File: config.mk
export PLATFORM = sky130hd
export DESIGN_NAME = desc_err_wb
export DESIGN_NICKNAME = d
export VERILOG_FILES = /design/src/rtl/desc_err_pkg.sv /design/src/rtl/desc_err_chan.sv /design/src/rtl/desc_err_arb.sv /design/src/rtl/desc_err_flags.sv /design/src/rtl/desc_err_wb.sv
export SDC_FILE = /design/constraint.sdc
export NUM_CORES = 1
export LEC_CHECK = 0
export BUFFER_PORTS_ARGS = -buffer_cell sky130_fd_sc_hd__buf_2
export CORE_AREA = 2 2 161 116
export DETAILED_ROUTE_END_ITERATION = 12
export DIE_AREA = 0 0 163 118
export PLACE_DENSITY_LB_ADDON = 0.08
export SKIP_CTS_REPAIR_TIMING = 1
export SLEW_MARGIN = 25
export SYNTH_ARGS = -nofsm -noshare
export SYNTH_HDL_FRONTEND = slang
export SYNTH_SLANG_ARGS = --single-unit
File: constraint.sdc
create_clock -name clk -period 1.7 [get_ports clk]
set_clock_uncertainty 0.2 [all_clocks]
set_input_delay 0.085 -clock clk [delete_from_list [all_inputs] [get_ports clk]]
set_output_delay 0.085 -clock clk [all_outputs]
set_load 0.03 [all_outputs]
File: src/rtl/desc_err_pkg.sv
package desc_err_pkg;

  localparam int MARK_W     = 4;
  localparam int MARK_TOUCH = 0;
  localparam int MARK_BUS   = 1;
  localparam int MARK_HERE  = 2;
  localparam int MARK_OVRN  = 3;

  typedef enum logic [1:0] {
    ST_HALT     = 2'd0,
    ST_RUN      = 2'd1,
    ST_WB_FAULT = 2'd2,
    ST_WB_FIRST = 2'd3
  } chan_state_e;

  typedef enum logic [1:0] {
    CAUSE_NONE = 2'd0,
    CAUSE_BUF  = 2'd1,
    CAUSE_OVF  = 2'd2
  } cause_e;

  // mask ORed into the descriptor where the fault hit
  function automatic logic [MARK_W-1:0] fault_mark(input cause_e c);
    logic [MARK_W-1:0] m;
    m = '0;
    case (c)
      CAUSE_BUF: begin
        m[MARK_TOUCH] = 1'b1;
        m[MARK_BUS]   = 1'b1;
        m[MARK_HERE]  = 1'b1;
      end
      CAUSE_OVF: begin
        m[MARK_TOUCH] = 1'b1;
        m[MARK_HERE]  = 1'b1;
      end
      default: m = '0;
    endcase
    return m;
  endfunction

  // mask ORed into the first descriptor of the packet
  function automatic logic [MARK_W-1:0] first_mark(input cause_e c);
    logic [MARK_W-1:0] m;
    m = '0;
    case (c)
      CAUSE_BUF: begin
        m[MARK_TOUCH] = 1'b1;
        m[MARK_BUS]   = 1'b1;
      end
      CAUSE_OVF: begin
        m[MARK_TOUCH] = 1'b1;
        m[MARK_OVRN]  = 1'b1;
      end
      default: m = '0;
    endcase
    return m;
  endfunction

endpackage

File: src/rtl/desc_err_chan.sv
module desc_err_chan
  import desc_err_pkg::*;
#(
  parameter int AW = 32
) (
  input  logic              clk,
  input  logic              rst_n,
  input  logic [AW-1:0]     desc_addr,
  input  logic              pkt_first,
  input  logic              pkt_done,
  input  logic              desc_err,
  input  logic              buf_err,
  input  logic              ovf,
  input  logic              ovf_bus_err,
  input  logic              start_wr,
  input  logic              wb_ack,
  output logic              wb_req,
  output logic [AW-1:0]     wb_addr,
  output logic [MARK_W-1:0] wb_bits,
  output logic              running,
  output logic              halted,
  output logic              err_set,
  output logic              drop
);

  chan_state_e st_q, st_d;
  cause_e      cause_q, cause_d;
  logic [AW-1:0] first_q, fault_q;
  logic pkt_act_q, pend_q, drop_q;
  logic is_run, wb_busy, hard_stop;

  assign is_run    = (st_q == ST_RUN);
  assign wb_busy   = (st_q == ST_WB_FAULT) || (st_q == ST_WB_FIRST);
  assign hard_stop = desc_err | ovf_bus_err;
  assign err_set   = is_run & (hard_stop | buf_err);

  always_comb begin
    st_d    = st_q;
    cause_d = cause_q;
    case (st_q)
      ST_HALT: if (start_wr || pend_q) st_d = ST_RUN;
      ST_RUN: begin
        if (hard_stop) begin
          st_d = ST_HALT;
        end else if (buf_err) begin
          st_d    = ST_WB_FAULT;
          cause_d = CAUSE_BUF;
        end else if (ovf) begin
          st_d    = ST_WB_FAULT;
          cause_d = CAUSE_OVF;
        end
      end
      ST_WB_FAULT: if (wb_ack) st_d = ST_WB_FIRST;
      ST_WB_FIRST: if (wb_ack) st_d = (cause_q == CAUSE_OVF) ? ST_RUN : ST_HALT;
      default: st_d = ST_HALT;
    endcase
  end

  always_ff @(posedge clk or negedge rst_n) begin
    if (!rst_n) begin
      st_q      <= ST_HALT;
      cause_q   <= CAUSE_NONE;
      first_q   <= '0;
      fault_q   <= '0;
      pkt_act_q <= 1'b0;
      pend_q    <= 1'b0;
      drop_q    <= 1'b0;
    end else begin
      st_q    <= st_d;
      cause_q <= cause_d;
      if (is_run && pkt_first) first_q <= desc_addr;
      if (is_run && st_d == ST_WB_FAULT) fault_q <= desc_addr;
      if (err_set || pkt_done) pkt_act_q <= 1'b0;
      else if (is_run && pkt_first) pkt_act_q <= 1'b1;
      if (st_d == ST_RUN) pend_q <= 1'b0;
      else if (wb_busy && start_wr) pend_q <= 1'b1;
      drop_q <= err_set & pkt_act_q;
    end
  end

  assign wb_req  = wb_busy;
  assign wb_addr = (st_q == ST_WB_FAULT) ? fault_q : first_q;
  assign wb_bits = (st_q == ST_WB_FAULT) ? fault_mark(cause_q) : first_mark(cause_q);
  assign running = is_run;
  assign halted  = (st_q == ST_HALT);
  assign drop    = drop_q;

endmodule

File: src/rtl/desc_err_arb.sv
module desc_err_arb
  import desc_err_pkg::*;
#(
  parameter int AW = 32
) (
  input  logic              clk,
  input  logic              rst_n,
  input  logic [1:0]        req,
  input  logic [AW-1:0]     addr [2],
  input  logic [MARK_W-1:0] bits [2],
  input  logic              wb_ack,
  output logic [1:0]        gnt,
  output logic              wb_req,
  output logic [AW-1:0]     wb_addr,
  output logic [MARK_W-1:0] wb_bits,
  output logic              wb_chan
);

  logic lock_q, own_q, sel;

  // transmit (index 0) wins unless a request is already on the port
  always_comb begin
    if (lock_q) sel = own_q;
    else        sel = ~req[0];
  end

  assign wb_req  = req[sel];
  assign wb_addr = addr[sel];
  assign wb_bits = bits[sel];
  assign wb_chan = sel;
  assign gnt[0]  = wb_req & ~sel;
  assign gnt[1]  = wb_req & sel;

  always_ff @(posedge clk or negedge rst_n) begin
    if (!rst_n) begin
      lock_q <= 1'b0;
      own_q  <= 1'b0;
    end else begin
      lock_q <= wb_req & ~wb_ack;
      own_q  <= sel;
    end
  end

endmodule

File: src/rtl/desc_err_flags.sv
module desc_err_flags (
  input  logic       clk,
  input  logic       rst_n,
  input  logic [1:0] set,
  input  logic [1:0] clr,
  input  logic [1:0] en,
  output logic [1:0] flag,
  output logic       irq
);

  logic [1:0] flag_q;

  for (genvar i = 0; i < 2; i++) begin : g_flag
    always_ff @(posedge clk or negedge rst_n) begin
      if (!rst_n) flag_q[i] <= 1'b0;
      else        flag_q[i] <= set[i] | (flag_q[i] & ~clr[i]);
    end
  end

  assign flag = flag_q;
  assign irq  = |(flag_q & en);

endmodule

File: src/rtl/desc_err_wb.sv
module desc_err_wb
  import desc_err_pkg::*;
#(
  parameter int AW = 32
) (
  input  logic              clk,
  input  logic              rst_n,
  input  logic [AW-1:0]     tx_desc_addr,
  input  logic              tx_pkt_first,
  input  logic              tx_desc_err,
  input  logic              tx_buf_err,
  input  logic              tx_start_wr,
  input  logic              tx_err_clr,
  input  logic              tx_irq_en,
  input  logic [AW-1:0]     rx_desc_addr,
  input  logic              rx_pkt_first,
  input  logic              rx_pkt_done,
  input  logic              rx_desc_err,
  input  logic              rx_buf_err,
  input  logic              rx_overflow,
  input  logic              rx_ovf_bus_err,
  input  logic              rx_start_wr,
  input  logic              rx_err_clr,
  input  logic              rx_irq_en,
  input  logic              wb_ack,
  output logic              wb_req,
  output logic [AW-1:0]     wb_addr,
  output logic [MARK_W-1:0] wb_set_bits,
  output logic              wb_chan,
  output logic              tx_running,
  output logic              tx_halted,
  output logic              rx_running,
  output logic              rx_halted,
  output logic              tx_err_flag,
  output logic              rx_err_flag,
  output logic              err_irq,
  output logic              rx_fifo_drop
);

  logic [AW-1:0]     c_addr [2];
  logic [1:0]        c_first, c_done, c_derr, c_berr, c_ovf, c_obe, c_start;
  logic [1:0]        c_req, c_ack, c_run, c_halt, err_set;
  logic [AW-1:0]     c_wb_addr [2];
  logic [MARK_W-1:0] c_wb_bits [2];
  logic              c_drop [2];
  logic [1:0]        arb_gnt, flag_vec;

  assign c_addr[0] = tx_desc_addr;   assign c_addr[1] = rx_desc_addr;
  assign c_first   = {rx_pkt_first, tx_pkt_first};
  assign c_done    = {rx_pkt_done, 1'b0};
  assign c_derr    = {rx_desc_err, tx_desc_err};
  assign c_berr    = {rx_buf_err, tx_buf_err};
  assign c_ovf     = {rx_overflow, 1'b0};
  assign c_obe     = {rx_ovf_bus_err, 1'b0};
  assign c_start   = {rx_start_wr, tx_start_wr};
  assign c_ack     = arb_gnt & {2{wb_ack}};

  for (genvar i = 0; i < 2; i++) begin : g_chan
    desc_err_chan #(.AW(AW)) u_chan (
      .clk         (clk),
      .rst_n       (rst_n),
      .desc_addr   (c_addr[i]),
      .pkt_first   (c_first[i]),
      .pkt_done    (c_done[i]),
      .desc_err    (c_derr[i]),
      .buf_err     (c_berr[i]),
      .ovf         (c_ovf[i]),
      .ovf_bus_err (c_obe[i]),
      .start_wr    (c_start[i]),
      .wb_ack      (c_ack[i]),
      .wb_req      (c_req[i]),
      .wb_addr     (c_wb_addr[i]),
      .wb_bits     (c_wb_bits[i]),
      .running     (c_run[i]),
      .halted      (c_halt[i]),
      .err_set     (err_set[i]),
      .drop        (c_drop[i])
    );
  end

  desc_err_arb #(.AW(AW)) u_arb (
    .clk     (clk),
    .rst_n   (rst_n),
    .req     (c_req),
    .addr    (c_wb_addr),
    .bits    (c_wb_bits),
    .wb_ack  (wb_ack),
    .gnt     (arb_gnt),
    .wb_req  (wb_req),
    .wb_addr (wb_addr),
    .wb_bits (wb_set_bits),
    .wb_chan (wb_chan)
  );

  desc_err_flags u_flags (
    .clk   (clk),
    .rst_n (rst_n),
    .set   (err_set),
    .clr   ({rx_err_clr, tx_err_clr}),
    .en    ({rx_irq_en, tx_irq_en}),
    .flag  (flag_vec),
    .irq   (err_irq)
  );

  assign tx_running   = c_run[0];
  assign rx_running   = c_run[1];
  assign tx_halted    = c_halt[0];
  assign rx_halted    = c_halt[1];
  assign tx_err_flag  = flag_vec[0];
  assign rx_err_flag  = flag_vec[1];
  // transmit has no FIFO to drop from: only the receive pulse leaves
  assign rx_fifo_drop = c_drop[1] | (c_drop[0] & 1'b0);

endmodule

==> summary.md, run 1 <==
| Metric | Value |
|---|---|
| Outcome | complete, but fails checks |
| Failing checks | negative hold slack, negative setup slack |
| Post-Route Hold Slack | -0.128 ns |
| Library cell contributing the largest single delay on the critical path | sky130_fd_sc_hd__dfrtp_1 |
| Sequential fraction of the synthesis area | 52.7% |
| Wire per inst | 19.9 um |
| Series of cell instances along the critical path | and2b_4 > buf_4 > buf_8 > nor2b_1 > a211oi_2 > a21oi_2 > buf_2 |
| Required time worst endpoint | 1.41 ns |
| Synth area leader | sky130_fd_sc_hd__dfrtp_1 |
| Antenna violation net count after detailed routing | 0 |
| Setup slack at placement | -0.127 ns |
| Worst slew pin tran | 0.314 ns |
| Count of buffers from port buffering | 127 |
| 1st-pass router iterations | 4 |
| Stage delay of the slowest cell on the critical path | 0.38 ns |
| Main area contributors after synthesis | sky130_fd_sc_hd__dfrtp_1 (53%), sky130_fd_sc_hd__mux2_2 (16%), sky130_fd_sc_hd__mux2_4 (7.3%) |
| Critical path class | reg -> out |
| Core Rows | 41 |
| Clock slew seen by the registers of the worst setup and hold paths | 0.06 ns |
| Synthesized netlist cell count | 505 |
| Clock buffers created by TritonCTS | 17 |
| Routability congestion estimate from global placement | 0.713 |
| Synthesized area divided by synthesized cell count | 13.4 um^2 |
| Area growth syn-to-layout | 57.9% |
| Reported leakage power | 4.77 nW |
| Count of state elements after synthesis | 143 |
| Number of remaining DRC errors | 0 |
| Final wirelength | 20500 um |
| Pins Over Slew Limit | 0 |
| Critical path launch point type | flop |
| TritonCTS clock tree | built |
| Arrival @ worst endpoint | 1.97 ns |
| Root cell of the clock tree | sky130_fd_sc_hd__clkbuf_16 |
| Number of non-filler instances in the completed layout | 1030 |
| Vias after detailed routing | 5180 |
| Width of the die | 163 um |
| Dominant cell by count in the synthesized netlist | sky130_fd_sc_hd__dfrtp_1 |
| Sink Count | 143 |
| Die Ht | 118 um |
| Synth warnings | 0 |
| Final Net Count | 865 |
| Placed cell count | 872 |
| CP delay by family, top | buffers and inverters |
| Pin count of the biggest net entering global routing | 49 |
| RSZ-0062 raised after global routing | true |
| Floorplan die area | 19200 um^2 |
| Initial DRC count | 273 |
| Number of failing setup endpoints in the final timing report | 173 |
| Count of endpoints failing hold in the final timing report | 4 |
| Post-route fraction of the period consumed by the critical path | 133% |
| Max capacitance violation total | 0 |
| Area of the placeable core | 17700 um^2 |
| First-pass GRT wire length | 26100 um |
| Async SR Flop Fraction | 100% |
| Crit path capture type | output pin |
| Buffer depth of the longest clock path | 2 |
| Total power divided by cell area | 2200 nW/um^2 |
| Cell types with the highest counts after synthesis | sky130_fd_sc_hd__dfrtp_1 (143), sky130_fd_sc_hd__mux2_2 (95), sky130_fd_sc_hd__a21oi_1 (39), sky130_fd_sc_hd__a211oi_1 (33), sky130_fd_sc_hd__mux2_4 (33) |
| Remaining Overflow, GRT | 0 |
| Antenna diode instance count | 0 |
| Post-synth design cell area | 6790 um^2 |
| Initial standard-cell utilization of the core | 38.4% |
| Latest clock arrival within the worst-skew pair | 0.43 ns |
| Final period demand of the worst path | 2.26 ns |
| Fraction of layout instances using a drive strength above 1 | 58.2% |
| Most used flip-flop cell after synthesis | sky130_fd_sc_hd__dfrtp_1 |
| Number of levels the H-tree was split into | 4 |
| Maximum fanout encountered on the critical timing path | 8 |
| Final std cell area, no fill | 10700 um^2 |
| Number of global-route vias before repair | 4762 |
| Final core utilization | 60.6% |
| Post-synth EDFFs | 0 |
| Library cells used by synthesis | 38 |
| Syn_nets | 589 |
| Worst slew margin relative to its limit | 78.5% |
| Area post-placement | 8090 um^2 |
| Number of antenna violations at the first check in global routing | 0 |
| Worst Slack Setup Final | -0.558 ns |
| Max IR drop VDD | 1.41 mV |
| Dpl hpwl | 11200 um |
| Num ports | 128 |
| Share of the synthesized area in the top cell type | 52.7% |
| Worst hold-check path type | in -> reg |
| Vias per inst | 5.03 |
| Maximum clock rate | 443 MHz |
| Number of buffers and inverters on the critical path | 3 |
| Total track usage | 17.8% |
## path summary, 6_finish.rpt
path | cells past startpoint | to | slack, ns | start
worst min-delay path | 3 | g_chan[1].u_chan.pkt_act_q | -0.13 | rx_ovf_bus_err
worst max-delay path | 7 | wb_addr[30] | -0.56 | g_chan[1].u_chan.st_q[0]
worst max register to register | 7 | g_chan[1].u_chan.fault_q[11] | -0.24 | g_chan[1].u_chan.st_q[1]
max in group asynchronous | 4 | g_chan[1].u_chan.fault_q[24] | 0.23 | rst_n
worst min register to register | 1 | g_chan[1].u_chan.first_q[14] | 0.30 | g_chan[1].u_chan.first_q[14]
min in group asynchronous | 3 | g_chan[1].u_chan.fault_q[25] | 0.47 | rst_n
## layout make-up
class	count	area, um^2
fill	1407	6980
sequential	143	3580
multi-input combinational	321	3470
timing repair buffer	290	2780
clock buffer	18	439
tap	236	295
clock inverter	14	121
inverter	8	33.8
## metrics by stage
stage | hold WS, ns | total power, mW | setup TNS [ns]
floorplan | -0.411 | 13.4 | -6.74
global placement | -0.190 | 16.1 | -6.95
detailed placement | -0.190 | 16.4 | -7.67
CTS | -0.651 | 20.0 | -26.68
global route | -0.0945 | 24.8 | -41.85
finish | -0.128 | 23.6 | -33.03
## flip-flops by register name, indices dropped and copies added, names as in the netlist
name and cells:
g_chan.u_chan.fault_q 64, g_chan.u_chan.first_q 64, g_chan.u_chan.st_q 4, g_chan.u_chan.cause_q 3, g_chan.u_chan.pend_q 2, u_flags.flag 2
g_chan.u_chan.drop 1, g_chan.u_chan.pkt_act_q 1, u_arb.lock_q 1, u_arb.own_q 1
## cells in the final DEF, fill, tap and decap left out, types with 4 or more instances in the layout
cell | Yosys | final
sky130_fd_sc_hd__dfrtp_1 | 143 | 141
sky130_fd_sc_hd__buf_2 | 11 | 93
sky130_fd_sc_hd__dlygate4sd3_1 | 0 | 78
sky130_fd_sc_hd__mux2_4 | 33 | 71
sky130_fd_sc_hd__mux2_2 | 95 | 57
sky130_fd_sc_hd__buf_4 | 2 | 43
sky130_fd_sc_hd__buf_6 | 6 | 39
sky130_fd_sc_hd__mux2i_1 | 32 | 31
sky130_fd_sc_hd__clkbuf_16 | 0 | 30
sky130_fd_sc_hd__a211oi_2 | 0 | 27
sky130_fd_sc_hd__a21oi_2 | 0 | 27
sky130_fd_sc_hd__buf_12 | 6 | 18
sky130_fd_sc_hd__nor2b_1 | 24 | 16
sky130_fd_sc_hd__a21oi_1 | 39 | 12
sky130_fd_sc_hd__and2b_1 | 10 | 9
sky130_fd_sc_hd__o21ai_0 | 10 | 7
sky130_fd_sc_hd__nor2b_2 | 0 | 6
sky130_fd_sc_hd__nand2_1 | 10 | 6
sky130_fd_sc_hd__nor2_1 | 6 | 6
sky130_fd_sc_hd__inv_6 | 0 | 6
sky130_fd_sc_hd__buf_8 | 0 | 6
sky130_fd_sc_hd__inv_1 | 7 | 5
sky130_fd_sc_hd__nor2b_4 | 2 | 4
sky130_fd_sc_hd__a211oi_4 | 0 | 4
sky130_fd_sc_hd__clkinvlp_4 | 0 | 4
sky130_fd_sc_hd__clkinv_4 | 0 | 4
## power by group
group,total (mW),internal [mW],leakage [nW],switching [mW]
Sequential,6.14,5.12,1.70,1.01
Combinational,13.9,7.09,2.81,6.78
Clock,3.58,1.95,0.267,1.63
## routing by layer
layer / vias up / wire length [um] / global-route usage, % / part of all wire, %
met3: 20 / 1010 / 4.47 / 4.9
met5: - / 0 / 0 / 0
met2: 138 / 9380 / 26.7 / 46
met4: 0 / 264 / 6.14 / 1.3
met1: 2653 / 9830 / 25.1 / 48
li1: 2369 / - / - / -
## kinds of logic (layout without fill, tap and decap cells)
| kind of cell | count (synthesis) | in the layout | synth area share [%] |
|---|---|---|---|
| muxes | 160 | 160 | 27.8 |
| DFF | 143 | 143 | 52.7 |
| AOI/OAI and AO/OA | 89 | 89 | 8.11 |
| and+or+nand+nor | 70 | 70 | 6.38 |
| buffers and inverters | 41 | 330 | 4.68 |
| adders and majority gates | 2 | 2 | 0.368 |
## worst reg2reg max path, cell delays in order, from the launching register on
cell and delay, ns:
sky130_fd_sc_hd__dfrtp_1 0.38, sky130_fd_sc_hd__buf_4 0.14, sky130_fd_sc_hd__buf_8 0.13, sky130_fd_sc_hd__nor2b_4 0.12
sky130_fd_sc_hd__and3b_4 0.27, sky130_fd_sc_hd__buf_12 0.14, sky130_fd_sc_hd__clkbuf_16 0.16, sky130_fd_sc_hd__mux2_4 0.30
No activity file was read; power rests on OpenSTA's default activity.
==> run 2: changes to the inputs <==
Settings changed: ABC_AREA set to 1, CORE_AREA 2 2 161 116 to 2 2 158 114, DIE_AREA 0 0 163 118 to 0 0 160 116.
==> summary.md, run 2 <==
| Metric | Value |
|---|---|
| Sink Count | 143 (unchanged) |
| Synth warnings | 0 (unchanged) |
| Routability congestion estimate from global placement | 0.760 (+6.6%) |
| Post-Route Hold Slack | -0.0307 ns (+0.0969 ns) |
| Beginning of the critical path | g_chan[0].u_chan.st_q[1] |
| Met2 usage in global routing | 30.6% (+3.8 points) |
| Width of the die | 160 um (-1.8%) |
| Number of buffers and inverters on the critical path | 2 (-1) |
| Pins Over Slew Limit | 0 (unchanged) |
| Vias per inst | 4.85 (-3.5%) |
| End point of the critical path | wb_addr[19] |
| Commonest non-fill, non-tap cells in the layout | sky130_fd_sc_hd__dfrtp_1 (140), sky130_fd_sc_hd__o21ai_0 (135), sky130_fd_sc_hd__nand2_1 (109), sky130_fd_sc_hd__buf_2 (98), sky130_fd_sc_hd__inv_1 (81) |
| Antenna diode instance count | 0 (unchanged) |
| Count of endpoints failing hold in the final timing report | 14 (+10) |
| Synth area leader | sky130_fd_sc_hd__dfrtp_1 |
| Count of buffers from port buffering | 127 (unchanged) |
| Vias after detailed routing | 5963 (+15%) |
| Number of failing setup endpoints in the final timing report | 68 (-61%) |
| Area growth syn-to-layout | 55.7% |
| Latest clock arrival within the worst-skew pair | 0.42 ns (about the same) |
| Worst Slack Setup Final | -0.455 ns (+0.103 ns) |
| Syn_nets | 835 (+42%) |
| Dominant cell by count in the synthesized netlist | sky130_fd_sc_hd__o21ai_0 |
| Critical path launch point type | flop |
| Worst reg-to-reg setup slack | -0.05 ns (+0.19 ns) |
| Failing checks | negative hold slack, negative setup slack |
| Most used flip-flop cell after synthesis | sky130_fd_sc_hd__dfrtp_1 |
| Initial standard-cell utilization of the core | 38.4% (+0.080 points) |
| Met1 track demand over resource | 29.2% (+4.1 points) |
| Number of non-filler instances in the completed layout | 1229 (+19%) |
| Core Rows | 40 (-2.4%) |
| Wire per inst | 17.4 um (-13%) |
| Final std cell area, no fill | 10100 um^2 (-5.6%) |
| Stage delay of the slowest cell on the critical path | 0.45 ns (+0.07 ns) |
| Library cells used by synthesis | 29 (-24%) |
| Synthesized area divided by synthesized cell count | 8.66 um^2 (-36%) |
| Leading cell type in the layout, fill and taps excluded | sky130_fd_sc_hd__dfrtp_1 |
| Worst slew pin tran | 0.493 ns (+0.180 ns) |
| CP delay by family, top | compound AO/OA/AOI/OAI gates |
| Library cell contributing the largest single delay on the critical path | sky130_fd_sc_hd__dfrtp_2 |
| Initial DRC count | 366 (+34%) |
| Number of global-route vias before repair | 5402 (+13%) |
| Crit path capture type | output pin |
| Fraction of layout instances using a drive strength above 1 | 34.9% (-23 points) |
| Antenna violation net count after detailed routing | 0 (unchanged) |
| Total track usage | 20.3% (+2.4 points) |
| Floorplan die area | 18600 um^2 (-3.5%) |
| Max capacitance violation total | 0 (unchanged) |
| Area of the placeable core | 16900 um^2 (-4.4%) |
| Count of state elements after synthesis | 143 (unchanged) |
| Number of antenna violations at the first check in global routing | 0 (unchanged) |
| First-pass GRT wire length | 28900 um (+11%) |
| Final Net Count | 1070 (+24%) |
| Post-synth design cell area | 6500 um^2 (-4.2%) |
| Async SR Flop Fraction | 100% (unchanged) |
| Worst slew margin relative to its limit | 66.8% (-12 points) |
| Startpoint of the lowest-slack register-to-register path | g_chan[1].u_chan.st_q[1] |
| Post-route fraction of the period consumed by the critical path | 127% (-6.1 points) |
| Final period demand of the worst path | 2.16 ns (-0.103 ns) |
| Sequential fraction of the synthesis area | 55.0% (+2.3 points) |
| Critical path class | reg -> out |
| Buffer depth of the longest clock path | 2 (unchanged) |
| RSZ-0062 raised after global routing | true |
| Maximum clock rate | 464 MHz (+4.8%) |
| Number of levels the H-tree was split into | 4 (unchanged) |
| Number of remaining DRC errors | 0 (unchanged) |
| Placed cell count | 1097 (+26%) |
| Routing layer with the top usage in global route | met2 |
| Outcome | complete, but fails checks |
| Main area contributors after synthesis | sky130_fd_sc_hd__dfrtp_1 (55%), sky130_fd_sc_hd__o21ai_0 (12%), sky130_fd_sc_hd__nand2_1 (8.4%) |
| Die Ht | 116 um (-1.7%) |
| Clock buffers created by TritonCTS | 17 (unchanged) |
| Logic depth of the worst setup path including buffers | 5 (-2) |
| Maximum fanout encountered on the critical timing path | 27 (+19) |
| 1st-pass router iterations | 5 (+1) |
| Max IR drop VDD | 0.913 mV (-35%) |
| Number of cells on the worst reg-to-reg path | 8 (+1) |
| TritonCTS clock tree | built |
| Root cell of the clock tree | sky130_fd_sc_hd__clkbuf_16 |
| Share of the synthesized area in the top cell type | 55.0% (+2.3 points) |
| Worst reg2reg path endpoint | g_chan[1].u_chan.fault_q[3] |
| Num ports | 128 (unchanged) |
| Pin count of the biggest net entering global routing | 46 (-6.1%) |
| Final wirelength | 21300 um (+4.2%) |
| Worst hold-check path type | in -> async |
| Dpl hpwl | 12300 um (+9.3%) |
| Remaining Overflow, GRT | 0 (unchanged) |
| Post-synth EDFFs | 0 (unchanged) |
| Met3 track demand over resource in global routing | 4.80% (+0.32 points) |
| Total power divided by cell area | 2170 nW/um^2 (-1.5%) |
| Area post-placement | 7860 um^2 (-2.9%) |
| Arrival @ worst endpoint | 1.87 ns (-0.10 ns) |
| Clock slew seen by the registers of the worst setup and hold paths | 0.06 ns (about the same) |
| Largest registers in the final layout | g_chan.u_chan.fault_q: 64 flops, g_chan.u_chan.first_q: 64 flops, g_chan.u_chan.st_q: 4 flops |
| Cell types with the highest counts after synthesis | sky130_fd_sc_hd__o21ai_0 (161), sky130_fd_sc_hd__nand2_1 (145), sky130_fd_sc_hd__dfrtp_1 (143), sky130_fd_sc_hd__inv_1 (83), sky130_fd_sc_hd__nor2_1 (72) |
| Reported leakage power | 4.99 nW (+4.6%) |
| Series of cell instances along the critical path | o21ai_4 > buf_12 > o21ai_0 > o22ai_2 > buf_2 |
| Synthesized netlist cell count | 751 (+49%) |
| Required time worst endpoint | 1.41 ns (about the same) |
run 2: cell count changes after synthesis, moves of 15 or more:
| cell | change |
|---|---|
| sky130_fd_sc_hd__inv_1 | +76 |
| sky130_fd_sc_hd__nor2b_1 | -24 |
| sky130_fd_sc_hd__o21ai_0 | +151 |
| sky130_fd_sc_hd__nand2_1 | +135 |
| sky130_fd_sc_hd__a21oi_1 | -34 |
| sky130_fd_sc_hd__a211oi_1 | -33 |
| sky130_fd_sc_hd__mux2_2 | -95 |
| sky130_fd_sc_hd__o22ai_1 | +32 |
| sky130_fd_sc_hd__mux2i_1 | -32 |
| sky130_fd_sc_hd__clkbuf_1 | +15 |
| sky130_fd_sc_hd__mux2_4 | -33 |
| sky130_fd_sc_hd__nor2_1 | +66 |
| sky130_fd_sc_hd__o21ai_2 | +33 |
run 2: layer usage:
layer | vias up | wire, um | share of wire (%)
li1 | 2928 | - | -
met1 | 2859 | 10400 | 49
met2 | 159 | 9710 | 46
met3 | 17 | 981 | 4.6
met4 | 0 | 239 | 1.1
met5 | - | 0 | 0
run 2: how the worst min path moves through the flow:
stage                     startpoint                      endpoint  slack (ns)  cells after the start
after global placement         rst_n  g_chan[0].u_chan.first_q[29]       -0.13                      1
after global routing           rst_n  g_chan[0].u_chan.fault_q[29]       0.008                      2
final                          rst_n  g_chan[0].u_chan.fault_q[29]       -0.03                      2
after floorplan                rst_n   g_chan[0].u_chan.cause_q[0]       -0.41                      0
after detailed placement       rst_n  g_chan[0].u_chan.first_q[29]       -0.14                      1
after CTS                      rst_n  g_chan[0].u_chan.fault_q[29]       -0.59                      1
run 2: cell type report:
class / count / area, um^2
clock buffer: 21 / 450
clock inverter: 10 / 256
fill: 1495 / 6790
inverter: 87 / 332
multi-input combinational: 475 / 2800
sequential: 143 / 3580
tap: 231 / 289
timing repair buffer: 261 / 2400
timing repair inverter: 1 / 6.26
run 2: cell families after synthesis:
family | count (synthesis) | share of synthesized area, %
AO/OA/AOI/OAI | 243 | 21.8
adder cells (fa/ha/maj) | 2 | 0.385
buffers and inverters | 133 | 8.83
AND/OR/NAND/NOR | 230 | 14.0
flip-flops | 143 | 55.0
run 2: where the power goes:
group	leakage [nW]	internal (mW)	switching (mW)
clock network	0.338	3.09	1.47
registers	1.79	4.93	0.998
logic	2.87	4.53	6.92
run 2: metrics by stage:
| stage | setup TNS [ns] | power (mW) | utilization [%] | setup slack, ns |
|---|---|---|---|---|
| detailed placement | -0.609 | 15.8 | 46.4 | -0.0432 |
| global route | -20.62 | 23.2 | 59.8 | -0.508 |
| finish | -14.94 | 21.9 | 59.8 | -0.455 |
| CTS | -18.46 | 20.4 | 50.6 | -0.511 |
| global placement | -0.740 | 15.7 | 46.4 | -0.0330 |
| floorplan | -0.403 | 12.5 | - | -0.101 |
